`config.mk`:
```
export PLATFORM = sky130hd
export DESIGN_NAME = sdh_irq_status
export DESIGN_NICKNAME = d
export VERILOG_FILES = /design/src/rtl/sdh_irq_pkg.sv /design/src/rtl/sdh_cd_sync.sv /design/src/rtl/sdh_rise_det.sv /design/src/rtl/sdh_flag_word.sv /design/src/rtl/sdh_irq_status.sv
export SDC_FILE = /design/constraint.sdc
export NUM_CORES = 1
export LEC_CHECK = 0
export BUFFER_PORTS_ARGS = -buffer_cell sky130_fd_sc_hd__clkbuf_2
export CAP_MARGIN = 10
export CORE_ASPECT_RATIO = 1.1
export CORE_MARGIN = 10
export CORE_UTILIZATION = 58
export DETAILED_ROUTE_END_ITERATION = 12
export PLACE_DENSITY_LB_ADDON = 0.15
export RECOVER_POWER = 50
export SYNTH_ARGS = -nofsm -noshare
export SYNTH_HDL_FRONTEND = slang
export SYNTH_SLANG_ARGS = --single-unit
```
`constraint.sdc`:
```
create_clock -name clk -period 1.92 [get_ports clk]
set_input_delay 0.384 -clock clk [delete_from_list [all_inputs] [get_ports clk]]
set_output_delay 0.384 -clock clk [all_outputs]
set_load 0.005 [all_outputs]
```
`src/rtl/sdh_irq_pkg.sv`:
```
package sdh_irq_pkg;

  // word 1 positions
  localparam int W1_RESP   = 0;
  localparam int W1_DATA   = 2;
  localparam int W1_REMOVE = 3;
  localparam int W1_INSERT = 4;
  localparam int W1_CD     = 5;

  // word 2 positions
  localparam int W2_IDX    = 0;
  localparam int W2_CRC    = 1;
  localparam int W2_ENDB   = 2;
  localparam int W2_DTO    = 3;
  localparam int W2_ILW    = 4;
  localparam int W2_ILR    = 5;
  localparam int W2_RTO    = 6;
  localparam int W2_DAT0   = 7;
  localparam int W2_RBR    = 8;
  localparam int W2_WBR    = 9;
  localparam int W2_BUSY   = 14;
  localparam int W2_ILA    = 15;

  localparam logic [15:0] STICKY1 = 16'h001D;
  localparam logic [15:0] STICKY2 = 16'h837F;

  typedef enum logic [1:0] {
    SEL_STAT1 = 2'd0,
    SEL_STAT2 = 2'd1,
    SEL_MASK1 = 2'd2,
    SEL_MASK2 = 2'd3
  } sdh_sel_e;

endpackage

```
`src/rtl/sdh_cd_sync.sv`:
```
module sdh_cd_sync #(
  parameter int STAGES = 2
) (
  input  logic clk,
  input  logic rst_n,
  input  logic cd_raw,
  output logic cd_level,
  output logic cd_rise,
  output logic cd_fall
);
  localparam int NST = (STAGES < 2) ? 2 : STAGES;

  logic [NST-1:0] sync_q;
  logic [NST-1:0] sync_d;
  logic           prev_q;
  logic           prev_d;

  always_comb begin
    sync_d[0] = cd_raw;
    for (int i = 1; i < NST; i++) sync_d[i] = sync_q[i-1];
    prev_d = sync_q[NST-1];
  end

  genvar g;
  generate
    for (g = 0; g < NST; g++) begin : g_stage
      always_ff @(posedge clk or negedge rst_n) begin
        if (!rst_n) sync_q[g] <= 1'b0;
        else        sync_q[g] <= sync_d[g];
      end
    end
  endgenerate

  always_ff @(posedge clk or negedge rst_n) begin
    if (!rst_n) prev_q <= 1'b0;
    else        prev_q <= prev_d;
  end

  assign cd_level = sync_q[NST-1];
  assign cd_rise  = cd_level & ~prev_q;
  assign cd_fall  = ~cd_level & prev_q;

  p_cd_edges_excl_r6: assert property (@(posedge clk) disable iff (!rst_n)
    !(cd_rise && cd_fall));
  p_cd_rise_once_r6: assert property (@(posedge clk) disable iff (!rst_n)
    cd_rise |=> !cd_rise);
  p_cd_fall_once_r6: assert property (@(posedge clk) disable iff (!rst_n)
    cd_fall |=> !cd_fall);

endmodule

```
`src/rtl/sdh_rise_det.sv`:
```
module sdh_rise_det #(
  parameter int N = 2
) (
  input  logic         clk,
  input  logic         rst_n,
  input  logic [N-1:0] lvl,
  output logic [N-1:0] rise
);
  logic [N-1:0] prev_q;
  logic [N-1:0] prev_d;

  always_comb prev_d = lvl;

  always_ff @(posedge clk or negedge rst_n) begin
    if (!rst_n) prev_q <= '0;
    else        prev_q <= prev_d;
  end

  assign rise = lvl & ~prev_q;

  p_rise_single_r3: assert property (@(posedge clk) disable iff (!rst_n)
    (rise & $past(rise)) == '0);

endmodule

```
`src/rtl/sdh_flag_word.sv`:
```
module sdh_flag_word #(
  parameter int          DW       = 16,
  parameter logic [DW-1:0] STICKY = '0
) (
  input  logic          clk,
  input  logic          rst_n,
  input  logic [DW-1:0] set_vec,
  input  logic [DW-1:0] live_vec,
  input  logic          stat_we,
  input  logic          mask_we,
  input  logic [DW-1:0] wdata,
  output logic [DW-1:0] status_o,
  output logic [DW-1:0] mask_o,
  output logic          irq_o
);
  logic [DW-1:0] flags_q;
  logic [DW-1:0] flags_d;
  logic [DW-1:0] mask_q;
  logic [DW-1:0] mask_d;
  logic [DW-1:0] set_eff;

  assign set_eff = set_vec & STICKY;

  always_comb begin
    flags_d = flags_q;
    if (stat_we) flags_d = flags_q & wdata;
    flags_d = flags_d | set_eff;
  end

  always_comb begin
    mask_d = mask_q;
    if (mask_we) mask_d = wdata;
  end

  genvar b;
  generate
    for (b = 0; b < DW; b++) begin : g_bit
      if (STICKY[b]) begin : g_flop
        always_ff @(posedge clk or negedge rst_n) begin
          if (!rst_n) flags_q[b] <= 1'b0;
          else        flags_q[b] <= flags_d[b];
        end
      end else begin : g_tie
        assign flags_q[b] = 1'b0;
      end
    end
  endgenerate

  always_ff @(posedge clk or negedge rst_n) begin
    if (!rst_n)       mask_q <= '1;
    else if (mask_we) mask_q <= mask_d;
  end

  assign status_o = flags_q | (live_vec & ~STICKY);
  assign mask_o   = mask_q;
  assign irq_o    = |(flags_q & ~mask_q);

  p_set_wins_r8: assert property (@(posedge clk) disable iff (!rst_n)
    (stat_we && set_eff != '0) |=> ((status_o & $past(set_eff)) == $past(set_eff)));
  p_write_no_raise_r4: assert property (@(posedge clk) disable iff (!rst_n)
    (stat_we && set_eff == '0) |=> ((flags_q & ~$past(flags_q)) == '0));
  p_flags_hold_r2: assert property (@(posedge clk) disable iff (!rst_n)
    (!stat_we && set_eff == '0) |=> $stable(flags_q));
  p_mask_hold_r7: assert property (@(posedge clk) disable iff (!rst_n)
    !mask_we |=> $stable(mask_o));

endmodule

```
`src/rtl/sdh_irq_status.sv`:
```
module sdh_irq_status
  import sdh_irq_pkg::*;
#(
  parameter int DW        = 16,
  parameter int CD_STAGES = 2
) (
  input  logic          clk,
  input  logic          rst_n,
  input  logic          reg_we,
  input  logic [1:0]    reg_addr,
  input  logic [DW-1:0] reg_wdata,
  output logic [DW-1:0] reg_rdata,
  input  logic          card_detect_raw,
  input  logic          cmd_active,
  input  logic          dat0_level,
  input  logic          buf_rd_full,
  input  logic          buf_wr_empty,
  input  logic          ev_resp_done,
  input  logic          ev_data_done,
  input  logic          ev_err_index,
  input  logic          ev_err_crc,
  input  logic          ev_err_endbit,
  input  logic          ev_err_data_tmo,
  input  logic          ev_err_ill_wr,
  input  logic          ev_err_ill_rd,
  input  logic          ev_err_resp_tmo,
  input  logic          ev_err_ill_access,
  output logic          irq
);
  localparam logic [DW-1:0] STK1 = DW'(STICKY1);
  localparam logic [DW-1:0] STK2 = DW'(STICKY2);

  logic cd_level, cd_rise, cd_fall;
  logic [1:0] buf_rise;
  logic [DW-1:0] set1, set2, live1, live2;
  logic [DW-1:0] stat1, stat2, mask1, mask2;
  logic irq1, irq2;
  logic we_s1, we_s2, we_m1, we_m2;

  sdh_cd_sync #(.STAGES(CD_STAGES)) u_cd (
    .clk(clk), .rst_n(rst_n), .cd_raw(card_detect_raw),
    .cd_level(cd_level), .cd_rise(cd_rise), .cd_fall(cd_fall)
  );

  sdh_rise_det #(.N(2)) u_buf (
    .clk(clk), .rst_n(rst_n),
    .lvl({buf_wr_empty, buf_rd_full}), .rise(buf_rise)
  );

  always_comb begin
    set1 = '0;
    set1[W1_RESP]   = ev_resp_done;
    set1[W1_DATA]   = ev_data_done;
    set1[W1_REMOVE] = cd_fall;
    set1[W1_INSERT] = cd_rise;
    live1 = '0;
    live1[W1_CD] = cd_level;
  end

  always_comb begin
    set2 = '0;
    set2[W2_IDX]  = ev_err_index;
    set2[W2_CRC]  = ev_err_crc;
    set2[W2_ENDB] = ev_err_endbit;
    set2[W2_DTO]  = ev_err_data_tmo;
    set2[W2_ILW]  = ev_err_ill_wr;
    set2[W2_ILR]  = ev_err_ill_rd;
    set2[W2_RTO]  = ev_err_resp_tmo;
    set2[W2_RBR]  = buf_rise[0];
    set2[W2_WBR]  = buf_rise[1];
    set2[W2_ILA]  = ev_err_ill_access;
    live2 = '0;
    live2[W2_DAT0] = dat0_level;
    live2[W2_BUSY] = cmd_active;
  end

  always_comb begin
    we_s1 = reg_we && (reg_addr == SEL_STAT1);
    we_s2 = reg_we && (reg_addr == SEL_STAT2);
    we_m1 = reg_we && (reg_addr == SEL_MASK1);
    we_m2 = reg_we && (reg_addr == SEL_MASK2);
  end

  sdh_flag_word #(.DW(DW), .STICKY(STK1)) u_w1 (
    .clk(clk), .rst_n(rst_n), .set_vec(set1), .live_vec(live1),
    .stat_we(we_s1), .mask_we(we_m1), .wdata(reg_wdata),
    .status_o(stat1), .mask_o(mask1), .irq_o(irq1)
  );

  sdh_flag_word #(.DW(DW), .STICKY(STK2)) u_w2 (
    .clk(clk), .rst_n(rst_n), .set_vec(set2), .live_vec(live2),
    .stat_we(we_s2), .mask_we(we_m2), .wdata(reg_wdata),
    .status_o(stat2), .mask_o(mask2), .irq_o(irq2)
  );

  always_comb begin
    unique case (reg_addr)
      SEL_STAT1: reg_rdata = stat1;
      SEL_STAT2: reg_rdata = stat2;
      SEL_MASK1: reg_rdata = mask1;
      default:   reg_rdata = mask2;
    endcase
  end

  assign irq = irq1 | irq2;

  p_busy_visible_r5: assert property (@(posedge clk) disable iff (!rst_n)
    (reg_addr == SEL_STAT2) |-> (reg_rdata[W2_BUSY] == cmd_active));
  p_irq_needs_flag_r7: assert property (@(posedge clk) disable iff (!rst_n)
    irq |-> (((stat1 & STK1) != '0) || ((stat2 & STK2) != '0)));

endmodule

```
==> summary.txt <==
Cells and area
  – Commonest cells after routing, fill and taps aside: clkbuf_2 (52), dfstp_2 (32), mux2_2 (29)
  – Number of antenna diodes: 0
  – Fraction of layout cells with a size suffix above 1: 61.0%
  – # fillers: 302
  – Most common cell after layout, fill and taps aside: clkbuf_2
  – Register area: 1320 µm²
  – Fin area: 2850 µm²
  – Area of the multi-input gates: 981 µm²
  – Area growth, synth to finish: 17.0%
  – Post-layout nets: 271

STA
  – Final Cycle Share: 95.8%
  – Clk_skew: ~0.8 ps
  – Max-slew violation count: 0
  – Slew HR: between 10% and 20%
  – Final Hold Viols: 0
  – Setup ws final: about 80 ps
  – # setup viols final: 0
  – Tightest Pin Transition: around 1200 ps
  – Minimum clock period after layout: around 1800 ps
  – Setup repair after global routing missed its margin: false
  – Setup tns final: 0 ps
  – F_max: roughly 0.54 GHz
  – Worst hold slack: 190 ps

Yosys
  – Ys Warns: 0
  – Mapped Cells: ~180
  – Seq/Total Area, Yosys: 54.1%
  – Synth Net Count: 212
  – Flops & latches, synth: just over 50
  – Unique masters post-synth: 23
  – Synthesized area: approximately 2400 µm²
  – Avg Synthesized Cell Area: roughly 14 µm²

Placed design
  – I/O Buffers: 52
  – DP HPWL: between 3000 and 4000 µm
  – Place WS: ~170 ps
  – GPL Wtd Cong: slightly above 0.8
  – Area post-placement: between 2000 and 3000 µm²

Worst setup path
  – CP endpoint kind: output pin
  – CP Class: register to output pin
  – CP bufs+invs: 1
  – CP max FO: 3
  – Crit-path slowest cell: dfstp_2
  – Worst R2R Path Depth: 1
  – Reg2reg start: u_w2.mask_o[5]
  – Arrival @ worst endpoint: around 1500 ps
  – Crit path max-delay family: flip-flops
  – Reg-to-reg endpoint: u_w2.mask_o[5]
  – Crit path launch type: register
  – Reg2reg setup slack: between 1000 and 1500 ps
  – Critical-path cell list: o22ai_1, nor3_2, nand3_1, clkbuf_2
  – Critical Path RT: 1540 ps
  – CP peak stage delay: around 560 ps

GRT
  – Initial antenna violation count: 0
  – First-pass GRT wire length: between 8000 and 9000 µm
  – Largest net degree at the start of global routing: 52
  – Total GRT Usage: between 10% and 20%
  – Grt total ovfl: 0
  – Vias in the first global route: around 1700

Floorplan
  – I/O pins: 53
  – Chip Height: a little under 90 µm
  – Die Wd: ~82 µm
  – Core box area: between 4000 and 5000 µm²
  – Row Count: 24
  – Total die area: between 7000 and 8000 µm²
  – Initial Util: around 60%

Clock network
  – CTS tree: built
  – Num CTS Buffers: 5
  – Clock sinks: 51
  – Clk buf depth: 2
  – Worst-path clk slew: 90 ps
  – Clock Latency Late Sink: 300 ps
  – H-Tree Depth: 2
  – CTS Hold Buffers Added: 0
  – Root Driver: clkbuf_8

Run status
  – Status: complete, no violations

Detailed routing
  – Routed WL per cell: approximately 18 µm
  – Routed wl met2: about 2700 µm
  – TritonRoute pass-1 iters: 4
  – DRT iter0 DRCs: 74
  – Met1 WL: between 2000 and 2500 µm
  – Vias: 1570
  – Highest metal layer with signal wires: met4
  – Routed length on met3: ~350 µm
  – Antenna Nets Post-Route: 0
  – Aggregate routed wire length: between 5000 and 6000 µm
  – DR vias/cell: around 5.5
  – DR DRC count: 0

Worst hold path
  – Hold Path Cell Cnt: 1
  – HP Start: card_detect_raw
  – Hold Crit Class: input pin to register
  – Hold Crit Endpoint: u_cd.sync_d[1]

Pwr
  – Leakage: 1.32 nW
  – Max VDD drop: ~0.00052 V
  – Total power: about 2.6 mW
  – Power Density: between 900 and 1000 nW/µm²

Job
  – Max-Cap Viols: 0
## cells by family after synthesis
group	synth area share (%)
DFF	54.1
AOI/OAI and AO/OA	8.18
buffers and inverters	5.24
and+or+nand+nor	6.63
muxes	25.9
## Yosys cell counts
cell / n / share of area (%)
a221oi_1: 2 / 0.72
a22o_1: 7 / 2.5
buf_6: 5 / 2.3
clkbuf_1: 2 / 0.31
dfrtp_1: 19 / 20
dfstp_2: 32 / 35
inv_1: 17 / 2.6
mux2_2: 29 / 13
mux2_4: 10 / 6.2
mux2i_1: 4 / 1.6
mux4_2: 5 / 4.6
nand2b_1: 10 / 2.6
nand3_1: 1 / 0.21
nand3_4: 1 / 0.72
nand3b_1: 1 / 0.31
nand3b_4: 1 / 0.82
nor2_1: 1 / 0.15
nor2b_1: 5 / 1.3
nor3_1: 1 / 0.21
o21ai_0: 16 / 3.3
o22ai_1: 5 / 1.3
o2bb2ai_1: 1 / 0.36
or3b_1: 1 / 0.36
## worst max-delay path by stage
stage / start / to / slack, ps / depth (start not counted)
final: u_w2.mask_o[5] / irq / 80 / 4
after global routing: u_w2.mask_o[1] / irq / 5 / 4
after CTS: u_w2.mask_o[5] / irq / 30 / 4
after detailed placement: reg_addr[0] / reg_rdata[7] / 170 / 5
after global placement: reg_addr[0] / reg_rdata[7] / 180 / 5
after floorplan: reg_addr[0] / reg_rdata[14] / 350 / 4
## layer usage
metal / GRT usage (%) / vias up
li1: - / 744
met1: 17.7 / 780
met2: 26.5 / 38
met3: 4.71 / 8
met4: 4.95 / 0
met5: 0 / -
## where the power goes
| part | total, mW | switching, mW | leakage, nW | internal [mW] |
|---|---|---|---|---|
| clock | 0.665 | 0.336 | 0.0515 | 0.329 |
| sequential | 1.41 | 0.0946 | 0.525 | 1.32 |
| combinational | 0.503 | 0.204 | 0.748 | 0.300 |
## flip-flops by register name, summed over array words and instances (netlist names)
| register | count |
|---|---|
| u_buf.prev_q | 2 |
| u_cd.cd_level | 1 |
| u_cd.prev_q | 1 |
| u_cd.sync_d | 1 |
| u_w1.flags_q | 4 |
| u_w1.mask_o | 16 |
| u_w2.flags_q | 10 |
| u_w2.mask_o | 16 |
## metrics by stage
| step | std cells | util [%] |
|---|---|---|
| after global placement | 280 | 68.6 |
| final | 288 | 70.8 |
| after CTS | 288 | 71.1 |
| after detailed placement | 280 | 68.6 |
| after global routing | 288 | 70.8 |
| after floorplan | 176 | - |
## area by class of cell
class | instances | area share (%)
clock buffer | 8 | 3.51
inverter | 17 | 2.24
multi-input combinational | 101 | 34.4
sequential | 51 | 46.2
tap | 52 | 2.28
timing repair buffer | 59 | 11.3
## what timing repair did
| item | in CTS | in global routing |
|---|---|---|
| resized for setup | 0 | 2 |
| setup endpoints to repair | 0 | 1 |
| setup buffers | 0 | 0 |
Power figures use the tool's default switching activity.
